[src/rtl/secded72_decoder.sv]
module secded72_decoder (
  input  logic        clk,
  input  logic        rst,
  input  logic        in_valid,
  input  logic [63:0] in_data,
  input  logic [7:0]  in_check,
  input  logic [63:0] enc_data,
  output logic [7:0]  enc_check,
  output logic        out_valid,
  output logic [63:0] out_data,
  output logic [1:0]  out_status,
  output logic [6:0]  out_pos,
  output logic [7:0]  out_syndrome
);
  localparam int DW = 64;
  localparam int CW = 8;
  localparam int NW = DW + CW;
  localparam logic [1:0] ST_CLEAN = 2'd0;
  localparam logic [1:0] ST_CORR  = 2'd1;
  localparam logic [1:0] ST_UNC   = 2'd2;

  function automatic logic [7:0] hcol(input int p);
    logic [7:0] r;
    int n;
    r = '0;
    n = 0;
    if (p >= DW) begin
      r = 8'd1 << (p - DW);
    end else if (p >= 56) begin
      case (p - 56)
        0: r = 8'h1F;
        1: r = 8'h2F;
        2: r = 8'h4F;
        3: r = 8'h8F;
        4: r = 8'h37;
        5: r = 8'h57;
        6: r = 8'h97;
        default: r = 8'h67;
      endcase
    end else begin
      for (int a = 0; a < 6; a++)
        for (int b = a + 1; b < 7; b++)
          for (int c = b + 1; c < 8; c++) begin
            if (n == p) r = (8'd1 << a) | (8'd1 << b) | (8'd1 << c);
            n++;
          end
    end
    return r;
  endfunction

  logic [7:0] col [NW];
  for (genvar g = 0; g < NW; g++) begin : g_col
    assign col[g] = hcol(g);
  end

  logic [7:0]  syn;
  logic [7:0]  enc;
  logic [DW-1:0] flip;
  logic        hit;
  logic [6:0]  pos;
  logic [1:0]  status;

  always_comb begin
    syn = '0;
    for (int p = 0; p < DW; p++) if (in_data[p]) syn ^= col[p];
    for (int k = 0; k < CW; k++) if (in_check[k]) syn ^= col[DW + k];
  end

  always_comb begin
    enc = '0;
    for (int p = 0; p < DW; p++) if (enc_data[p]) enc ^= col[p];
  end
  assign enc_check = enc;

  always_comb begin
    hit = 1'b0;
    pos = '0;
    for (int p = 0; p < NW; p++)
      if (syn == col[p]) begin
        hit = 1'b1;
        pos = 7'(p);
      end
  end

  for (genvar g = 0; g < DW; g++) begin : g_flip
    assign flip[g] = (syn == col[g]);
  end

  assign status = (syn == '0) ? ST_CLEAN : (hit ? ST_CORR : ST_UNC);

  always_ff @(posedge clk) begin
    if (rst) begin
      out_valid    <= 1'b0;
      out_data     <= '0;
      out_status   <= ST_CLEAN;
      out_pos      <= '0;
      out_syndrome <= '0;
    end else begin
      out_valid <= in_valid;
      if (in_valid) begin
        out_data     <= in_data ^ flip;
        out_status   <= status;
        out_pos      <= pos;
        out_syndrome <= syn;
      end
    end
  end

  AST_VALID_RISE: assert property (@(posedge clk) disable iff (rst) in_valid |=> out_valid);
  AST_VALID_IDLE: assert property (@(posedge clk) disable iff (rst) !in_valid |=> !out_valid);
  AST_STATUS_LEGAL: assert property (@(posedge clk) disable iff (rst) out_valid |-> out_status != 2'd3);
  AST_CLEAN_PASS: assert property (@(posedge clk) disable iff (rst)
    (out_valid && out_status == ST_CLEAN) |-> (out_data == $past(in_data) && out_syndrome == 8'd0));
  AST_CORR_ONE_FLIP: assert property (@(posedge clk) disable iff (rst)
    (out_valid && out_status == ST_CORR && out_pos < 7'd64) |-> $countones(out_data ^ $past(in_data)) == 1);
  AST_CHECK_ERR_PASS: assert property (@(posedge clk) disable iff (rst)
    (out_valid && out_status == ST_CORR && out_pos >= 7'd64) |-> out_data == $past(in_data));
  AST_UNC_PASS: assert property (@(posedge clk) disable iff (rst)
    (out_valid && out_status == ST_UNC) |-> (out_data == $past(in_data) && out_pos == 7'd0));
  AST_CLEAN_POS_ZERO: assert property (@(posedge clk) disable iff (rst)
    (out_valid && out_status == ST_CLEAN) |-> out_pos == 7'd0);
  AST_HOLD: assert property (@(posedge clk) disable iff (rst)
    !$past(in_valid) |-> $stable(out_data) && $stable(out_status));
endmodule

[config.mk]
export PLATFORM = sky130hd
export DESIGN_NAME = secded72_decoder
export DESIGN_NICKNAME = d
export VERILOG_FILES = /design/src/rtl/secded72_decoder.sv
export SDC_FILE = /design/constraint.sdc
export NUM_CORES = 1
export LEC_CHECK = 0
export BUFFER_PORTS_ARGS = -buffer_cell sky130_fd_sc_hd__clkbuf_2
export CAP_MARGIN = 5
export CORE_UTILIZATION = 53
export CTS_CLUSTER_DIAMETER = 200
export CTS_CLUSTER_SIZE = 25
export DETAILED_ROUTE_END_ITERATION = 6
export PLACE_DENSITY = 0.82
export SLEW_MARGIN = 20
export SYNTH_ARGS = -nofsm -noshare
export SYNTH_HDL_FRONTEND = slang
export SYNTH_SLANG_ARGS = --single-unit
[constraint.sdc]
create_clock -name clk -period 3.4 [get_ports clk]
set_clock_uncertainty 0.1 [all_clocks]
set_input_delay 0 -clock clk [delete_from_list [all_inputs] [get_ports clk]]
set_output_delay 0 -clock clk [all_outputs]
set_load 0.05 [all_outputs]
==> reports/qor.tcl, run 1 <==
set qor(die-height_um) 122
set qor(syn-instance-count) 859
set qor(synth_cell_type_count) 64
set qor(grt.total_usage_pct) 44.1
set qor(n_antenna_cell) 0
set qor(synth.most_common_cell) {sky130_fd_sc_hd__xnor2_1}
set qor(clock_latency_ps) 360
set qor(clkSinkCount) 82
set qor(critical_path_buf_inv_count) 5
set qor(regArea_um2) 1640
set qor(outcome) {finished clean}
set qor(tightest_slew_ps) 892
set qor(worst_setup_path_end_kind) {flip-flop}
set qor(ordered_cell_list_for_the_critical_path) {clkbuf_2 -> xor2_1 -> buf_4 -> xnor3_1 -> xor2_1 -> xnor3_1 -> buf_4 -> nand2_1 -> buf_4 -> nor4_2 -> buf_4 -> a41oi_1 -> and4b_1 -> nand4_1 -> nand4b_1 -> a22o_1}
set qor(finalWorstPathRequiredPeriod_ps) 3370
set qor(fillers) 900
set qor(core-area_um2) 13900
set qor(max-vdd-ir-drop_mv) 0.780
set qor(syn_area_um2) 7600
set qor(power_report.internal_total_mw) 5.43
set qor(synthesis.yosys.warnings) 0
set qor(die_area_um2) 14800
set qor(holdCritPathClass) {in2reg}
set qor(switchingPower_mw) 6.07
set qor(footprint_of_the_multi_input_gates_um2) 5830
set qor(crit_slowest_cell) {sky130_fd_sc_hd__xnor3_1}
set qor(port_buffers) 228
set qor(path_class) {in2reg}
set qor(share_seq_of_total_power_pct) 10.3
set qor(timing.final.setup_violations) 0
set qor(max_clock_freq_mhz) 297
set qor(synthesis.area_per_instance_um2) 8.85
set qor(power.share.switching_pct) 52.8
set qor(placed_area_um2) 10500
set qor(die_boundary_width_um) 122
set qor(detail_route.wl_per_cell_um) 22.0
set qor(drt-vias-per-instance) 5.77
set qor(clock_tree_from_tritoncts) {done}
set qor(critical_path_required_ps) 3550
set qor(grt_first_pass_wirelength_mm) 47.4
set qor(slew_headroom_pct) 40.6
set qor(fin_worst_hold_slack_ps) 0.514
set qor(timing.final.hold_violations) 0
set qor(h-tree-depth) 3
set qor(drv_slew) 0
set qor(area_growth_syn_to_fin_pct) 46.5
set qor(critPathMaxStageDelay_ps) 580
set qor(total_i_o_pin_count) 229
set qor(worst_endpoint_data_arrival_time_ps) 3520
set qor(drv_cap) 0
set qor(finalCoreUtilization_pct) 79.9
set qor(starting_density_of_the_core_pct) 54.5
set qor(syn-num-nets) 998
set qor(layout_cell_share_with_drive_strength_beyond_1_pct) 39.4
set qor(detailroute.via_count) 8610
set qor(power_density_nw_per_um2) 1030
set qor(first_global_vias) 8275
set qor(routed_wirelength_mm) 32.8
set qor(rows) 43
set qor(numPlacedInstances) 1449
set qor(synth_seq_area_share_pct) 21.6
set qor(final_nets) 1447
set qor(yosysTopAreaCell) {sky130_fd_sc_hd__xnor2_1}
set qor(cpLargestDelayFamily) {XOR/XNOR gates}
set qor(initialDrtViolationCount) 846
set qor(dpl.hpwl_mm) 25.5
set qor(synth_edf_count) 0
set qor(postRouteAntennaNets) 0
set qor(crit_path_start_kind) {input pin}
set qor(timing.critical_path.mode_cell) {sky130_fd_sc_hd__buf_4}
set qor(grt_max_degree) 151
set qor(critPathMaxFanout) 4
set qor(firstDrtPassIters) 5
set qor(detail_route.drc_violations) 0
set qor(cts_inserted_buffers) 9
set qor(cellLeakagePower_nw) 4.94
set qor(period_share_pct) 99.1
set qor(synth_ff_type) {sky130_fd_sc_hd__dfxtp_1}
set qor(final-instance-count-excl-fill) 1493
set qor(number_of_antenna_violations_at_the_first_check_in_global_routing) 1
set qor(grt.overflow.total) 0
set qor(netlist.area_leader.share_pct) 25.2
set qor(total_power_mw) 11.5
set qor(synthTopCellsByCount) {219 x sky130_fd_sc_hd__xnor2_1, 132 x sky130_fd_sc_hd__nor2_1, 82 x sky130_fd_sc_hd__dfxtp_1}
set qor(synth.area.top_cells) {sky130_fd_sc_hd__xnor2_1 25%, sky130_fd_sc_hd__dfxtp_1 22%, sky130_fd_sc_hd__xnor3_1 7.7%}
set qor(ctsRootBufferMaster) {sky130_fd_sc_hd__clkbuf_16}
set qor(weighted_congestion_at_the_end_of_routability_driven_global_placement) 1.09
set qor(fraction_of_power_consumed_by_combinational_cells_pct) 81.4
set qor(p_clk_share_pct) 8.4
set qor(yosys_register_bits) 82
set qor(clkSlewWorstSetupHoldPaths_ps) 60
set qor(cts-root-to-sink-buffers) 2
set qor(finish.instance_area_um2) 11100
set qor(synth-async-reset-ratio_pct) 0
worst reg2reg max path, stage by stage, from the launching register on:
cell and delay (ps):
sky130_fd_sc_hd__dfxtp_1 330, sky130_fd_sc_hd__nand2b_1 100, sky130_fd_sc_hd__and4b_1 230, sky130_fd_sc_hd__a221oi_2 260
routing by layer:
layer / up-vias / track usage (%) / wire length, um / share of wire [%]
met3: 157 / 12.2 / 3470 / 11
met4: 0 / 27.3 / 2080 / 6.3
met5: - / 1.04 / 0 / 0
li1: 3875 / - / - / -
met2: 588 / 71.4 / 15200 / 46
met1: 3990 / 51.3 / 12100 / 37
power groups by stage:
stage / Clock [mW] / Combinational [mW] / Sequential [mW]
finish: 0.961 / 9.36 / 1.18
detailed placement: 0 / 8.85 / 1.20
global route: 1.00 / 9.71 / 1.19
global placement: 0 / 8.91 / 1.19
floorplan: 0 / 4.52 / 1.62
CTS: 0.961 / 8.94 / 1.18
worst paths after layout:
check | slack [ps] | startpoint | cells after the start | end
max | 30 | in_data[7] | 16 | out_status[0]
min | 0.5 | in_data[55] | 4 | out_data[55]
max reg2reg | 2280 | out_pos[5] | 3 | out_pos[5]
min reg2reg | 350 | out_status[1] | 2 | out_status[1]
final cells by class:
type	count	area share [%]
clock buffers	9	2.02
multi-input cells	731	52.3
clock inverters	7	0.461
repair buffers	481	28.3
flip-flops and latches	82	14.7
well taps	180	2.02
inverters	3	0.101
state kept, by name, summed over array words and instances (netlist names):
name and flops:
out_status 2, out_valid 1, out_data 64, out_syndrome 8, out_pos 7
placed cells by master (no fill, tap or decap), drive strengths merged, types with 26 or more instances in the layout:
cell type    instances
nor2               132
a211oi              69
nand2               43
dlygate4sd3         26
clkbuf             236
xnor3               29
xnor2              230
buf                228
dfxtp               82
xor2                63
logic make-up after synthesis:
| group | count (synthesis) | share of synthesized area, % |
|---|---|---|
| DFF | 82 | 21.6 |
| and+or+nand+nor | 254 | 15.8 |
| muxes | 3 | 0.395 |
| xor gates and xnor gates | 324 | 44.9 |
| buffers and inverters | 46 | 2.67 |
| AOI/OAI and AO/OA | 150 | 14.7 |
stage by stage:
stage                     setup slack (ps)  setup TNS [ps]
final                                 32.0               0
after global routing                 -24.0           -24.0
after CTS                             24.4               0
after detailed placement              -276           -1220
after global placement                -233           -1290
after floorplan                        437               0
timing repair:
action	CTS	global route
setup endpoints to repair	0	11
gates resized for setup	0	16
hold buffers	26	0
hold endpoints to repair	27	0
setup buffers	0	2
Note: power is estimated with default switching activity, not from simulation.
==> run 2, diff against run 1 <==
--- a/config.mk
+++ b/config.mk
@@ -11,6 +11,7 @@
 export CTS_CLUSTER_DIAMETER = 200
 export CTS_CLUSTER_SIZE = 25
 export DETAILED_ROUTE_END_ITERATION = 6
+export HOLD_SLACK_MARGIN = 0.12
 export PLACE_DENSITY = 0.82
 export SLEW_MARGIN = 20
 export SYNTH_ARGS = -nofsm -noshare
==> run 2 against run 1 <==
Effect of this change:
- the flow now finishes with violations (negative setup slack)
- die area unchanged
- total power up 3.0%
- wire length up 14%
- clock power up 2.2%
- sequential share of layout area down 0.51 points
- worst hold slack better by 160 ps
- non-clock buffer count up 34
- via count up 8.7%
- first-iteration DRC count up 40%
- worst setup slack worse by 300 ps
- clock-buffer cell count unchanged
- critical path depth down 4
- critical path type unchanged
- largest power group unchanged
==> reports/qor.tcl, run 2 (same netlist as run 1, synthesis figures left out) <==
set qor(largest_registers) {out_data x64, out_syndrome x8, out_pos x7}
set qor(ordered_cell_list_for_the_critical_path) {clkbuf_2 -> xnor3_1 -> xor2_1 -> xnor3_1 -> xnor2_1 -> buf_4 -> nand2_1 -> a221oi_1 -> o211ai_1 -> and4bb_1 -> a41o_1 -> a21oi_1}
set qor(final_nets) 1481 ;# +2.3%
set qor(final-instance-count-excl-fill) 1527 ;# +2.3%
set qor(cpLargestDelayFamily) {XOR/XNOR gates}
set qor(detail_route.wl_per_cell_um) 24.4 ;# +11%
set qor(worstSetupStartpoint) {in_data[48]}
set qor(die-height_um) 122 ;# unchanged
set qor(rr_endpoint) {out_pos[5]}
set qor(r2r_start) {out_pos[5]}
set qor(clkSlewWorstSetupHoldPaths_ps) 60 ;# about the same
set qor(critical_path_required_ps) 3580 ;# +30 ps
set qor(die_boundary_width_um) 122 ;# unchanged
set qor(total_i_o_pin_count) 229 ;# unchanged
set qor(critPathMaxStageDelay_ps) 700 ;# +120 ps
set qor(r2r_slack_ps) 2290 ;# about the same
set qor(core-area_um2) 13900 ;# unchanged
set qor(routed_wirelength_mm) 37.3 ;# +14%
set qor(first_global_vias) 9088 ;# +9.8%
set qor(r2r_cells) 3 ;# unchanged
set qor(total_power_mw) 11.8 ;# +3.0%
set qor(area_growth_syn_to_fin_pct) 51.7
set qor(outcome) {finished, violations left}
set qor(drt-vias-per-instance) 6.13 ;# +6.3%
set qor(max_clock_freq_mhz) 273 ;# -8.1%
set qor(timing.final.setup_violations) 9 ;# +9
set qor(ctsRootBufferMaster) {sky130_fd_sc_hd__clkbuf_16}
set qor(grt.total_usage_pct) 49.9 ;# +5.8 points
set qor(largest_register) {out_data}
set qor(tightest_slew_ps) 931 ;# +39.8 ps
set qor(starting_density_of_the_core_pct) 54.5 ;# unchanged
set qor(clkSinkCount) 82 ;# unchanged
set qor(layout.cells.most_common_list) {227 x sky130_fd_sc_hd__clkbuf_2, 225 x sky130_fd_sc_hd__buf_4, 212 x sky130_fd_sc_hd__xnor2_1}
set qor(weighted_congestion_at_the_end_of_routability_driven_global_placement) 1.09 ;# unchanged
set qor(die_area_um2) 14800 ;# unchanged
set qor(hold_path_startpoint) {in_data[43]}
set qor(timing.critical_path.mode_cell) {sky130_fd_sc_hd__xnor3_1}
set qor(largest_register_ff_count) 64 ;# unchanged
set qor(rows) 43 ;# unchanged
set qor(crit_path_start_kind) {input pin}
set qor(cellLeakagePower_nw) 5.11 ;# +3.6%
set qor(number_of_antenna_violations_at_the_first_check_in_global_routing) 1 ;# unchanged
set qor(cp.depth) 12 ;# -4
set qor(worst_endpoint_data_arrival_time_ps) 3840 ;# +320 ps
set qor(detailroute.via_count) 9359 ;# +8.7%
set qor(final_common_cell) {sky130_fd_sc_hd__clkbuf_2}
set qor(grt_max_degree) 151 ;# unchanged
set qor(power_density_nw_per_um2) 1030 ;# -0.57%
set qor(finalCoreUtilization_pct) 82.7 ;# +2.9 points
set qor(clock_latency_ps) 360 ;# about the same
set qor(initialDrtViolationCount) 1182 ;# +40%
set qor(drv_cap) 0 ;# unchanged
set qor(period_share_pct) 108 ;# +8.7 points
set qor(critical_path_buf_inv_count) 2 ;# -3
set qor(h-tree-depth) 3 ;# unchanged
set qor(dpl.hpwl_mm) 25.5 ;# unchanged
set qor(finalWorstPathRequiredPeriod_ps) 3660 ;# +295 ps
set qor(rsz0062_at_grt) {yes}
set qor(finish.instance_area_um2) 11500 ;# +3.6%
set qor(worst_setup_path_end_kind) {flip-flop}
set qor(worst_slack_ps) -263 ;# -295 ps
set qor(detail_route.drc_violations) 0 ;# unchanged
set qor(slew_headroom_pct) 37.9 ;# -2.7 points
set qor(critPathMaxFanout) 9 ;# +5
set qor(holdCritPathClass) {in2reg}
set qor(timing.critical_path.to) {out_pos[3]}
set qor(cts-root-to-sink-buffers) 2 ;# unchanged
set qor(path_class) {in2reg}
set qor(layout_cell_share_with_drive_strength_beyond_1_pct) 39.1 ;# -0.25 points
set qor(port_buffers) 228 ;# unchanged
set qor(cts_inserted_buffers) 9 ;# unchanged
set qor(grt.overflow.total) 0 ;# unchanged
set qor(postRouteAntennaNets) 0 ;# unchanged
set qor(crit_slowest_cell) {sky130_fd_sc_hd__xnor2_1}
set qor(placed_area_um2) 10500 ;# unchanged
set qor(numPlacedInstances) 1449 ;# unchanged
set qor(drv_slew) 0 ;# unchanged
set qor(violations) {negative setup slack}
set qor(clock_tree_from_tritoncts) {done}
set qor(grt_first_pass_wirelength_mm) 53.3 ;# +12%
set qor(n_antenna_cell) 0 ;# unchanged
set qor(max-vdd-ir-drop_mv) 0.838 ;# +7.5%
set qor(timing.final.hold_violations) 0 ;# unchanged
set qor(firstDrtPassIters) 6 ;# +1
## run 2: cell count changes in the layout (fill, tap and decap cells not counted), sizes merged
| cell | change |
|---|---|
| dlygate4sd3 | +34 |
## run 2: how the worst min path moves through the flow
stage	endpoint	slack, ps	cells after the start
global route	out_data[43]	170	4
global placement	out_data[4]	240	3
CTS	out_data[43]	120	4
floorplan	out_data[22]	80	2
finish	out_data[43]	170	4
detailed placement	out_data[4]	230	3
## run 2: routing by layer
layer	track usage [%]	up-vias	part of all wire, %
met5	2.08	-	0.14
met4	40.0	4	8.9
met3	19.2	280	14
met2	76.8	914	44
met1	54.4	4222	33
li1	-	3939	-
## run 2: worst reg2reg max path: stages (launching register included)
cell                       delay (ps)
sky130_fd_sc_hd__dfxtp_1          330
sky130_fd_sc_hd__nand2b_1         100
sky130_fd_sc_hd__and4b_1          230
sky130_fd_sc_hd__a221oi_2         260
## run 2: area by class of cell
| cell class | instances | area [um2] |
|---|---|---|
| multi-input cells | 731 | 5890 |
| repair buffers | 515 | 3490 |
| fillers | 798 | 2400 |
| flip-flops and latches | 82 | 1640 |
| clock buffers | 9 | 225 |
| well taps | 180 | 225 |
| clock inverters | 7 | 51.3 |
| inverters | 3 | 11.3 |
## run 2: power breakdown
| group | switching [mW] | internal (mW) |
|---|---|---|
| logic | 5.79 | 3.89 |
| clock network | 0.482 | 0.500 |
| registers | 0.0923 | 1.09 |
## run 2: metrics by stage
stage	hold WS [ps]	setup slack (ps)	TNS, ps
2_1_floorplan	79.8	437	0
4_1_cts	120	8.12	0
3_3_place_gp	237	-233	-1290
5_1_grt	171	-342	-1990
3_5_place_dp	230	-276	-1220
6_report	165	-263	-1260
## run 2: what timing repair did
item,in CTS,in global routing
resized for setup,0,24
buffers inserted,0,2
setup endpoints to repair,0,14
endpoints found under the hold margin,61,0
hold buffers,60,0
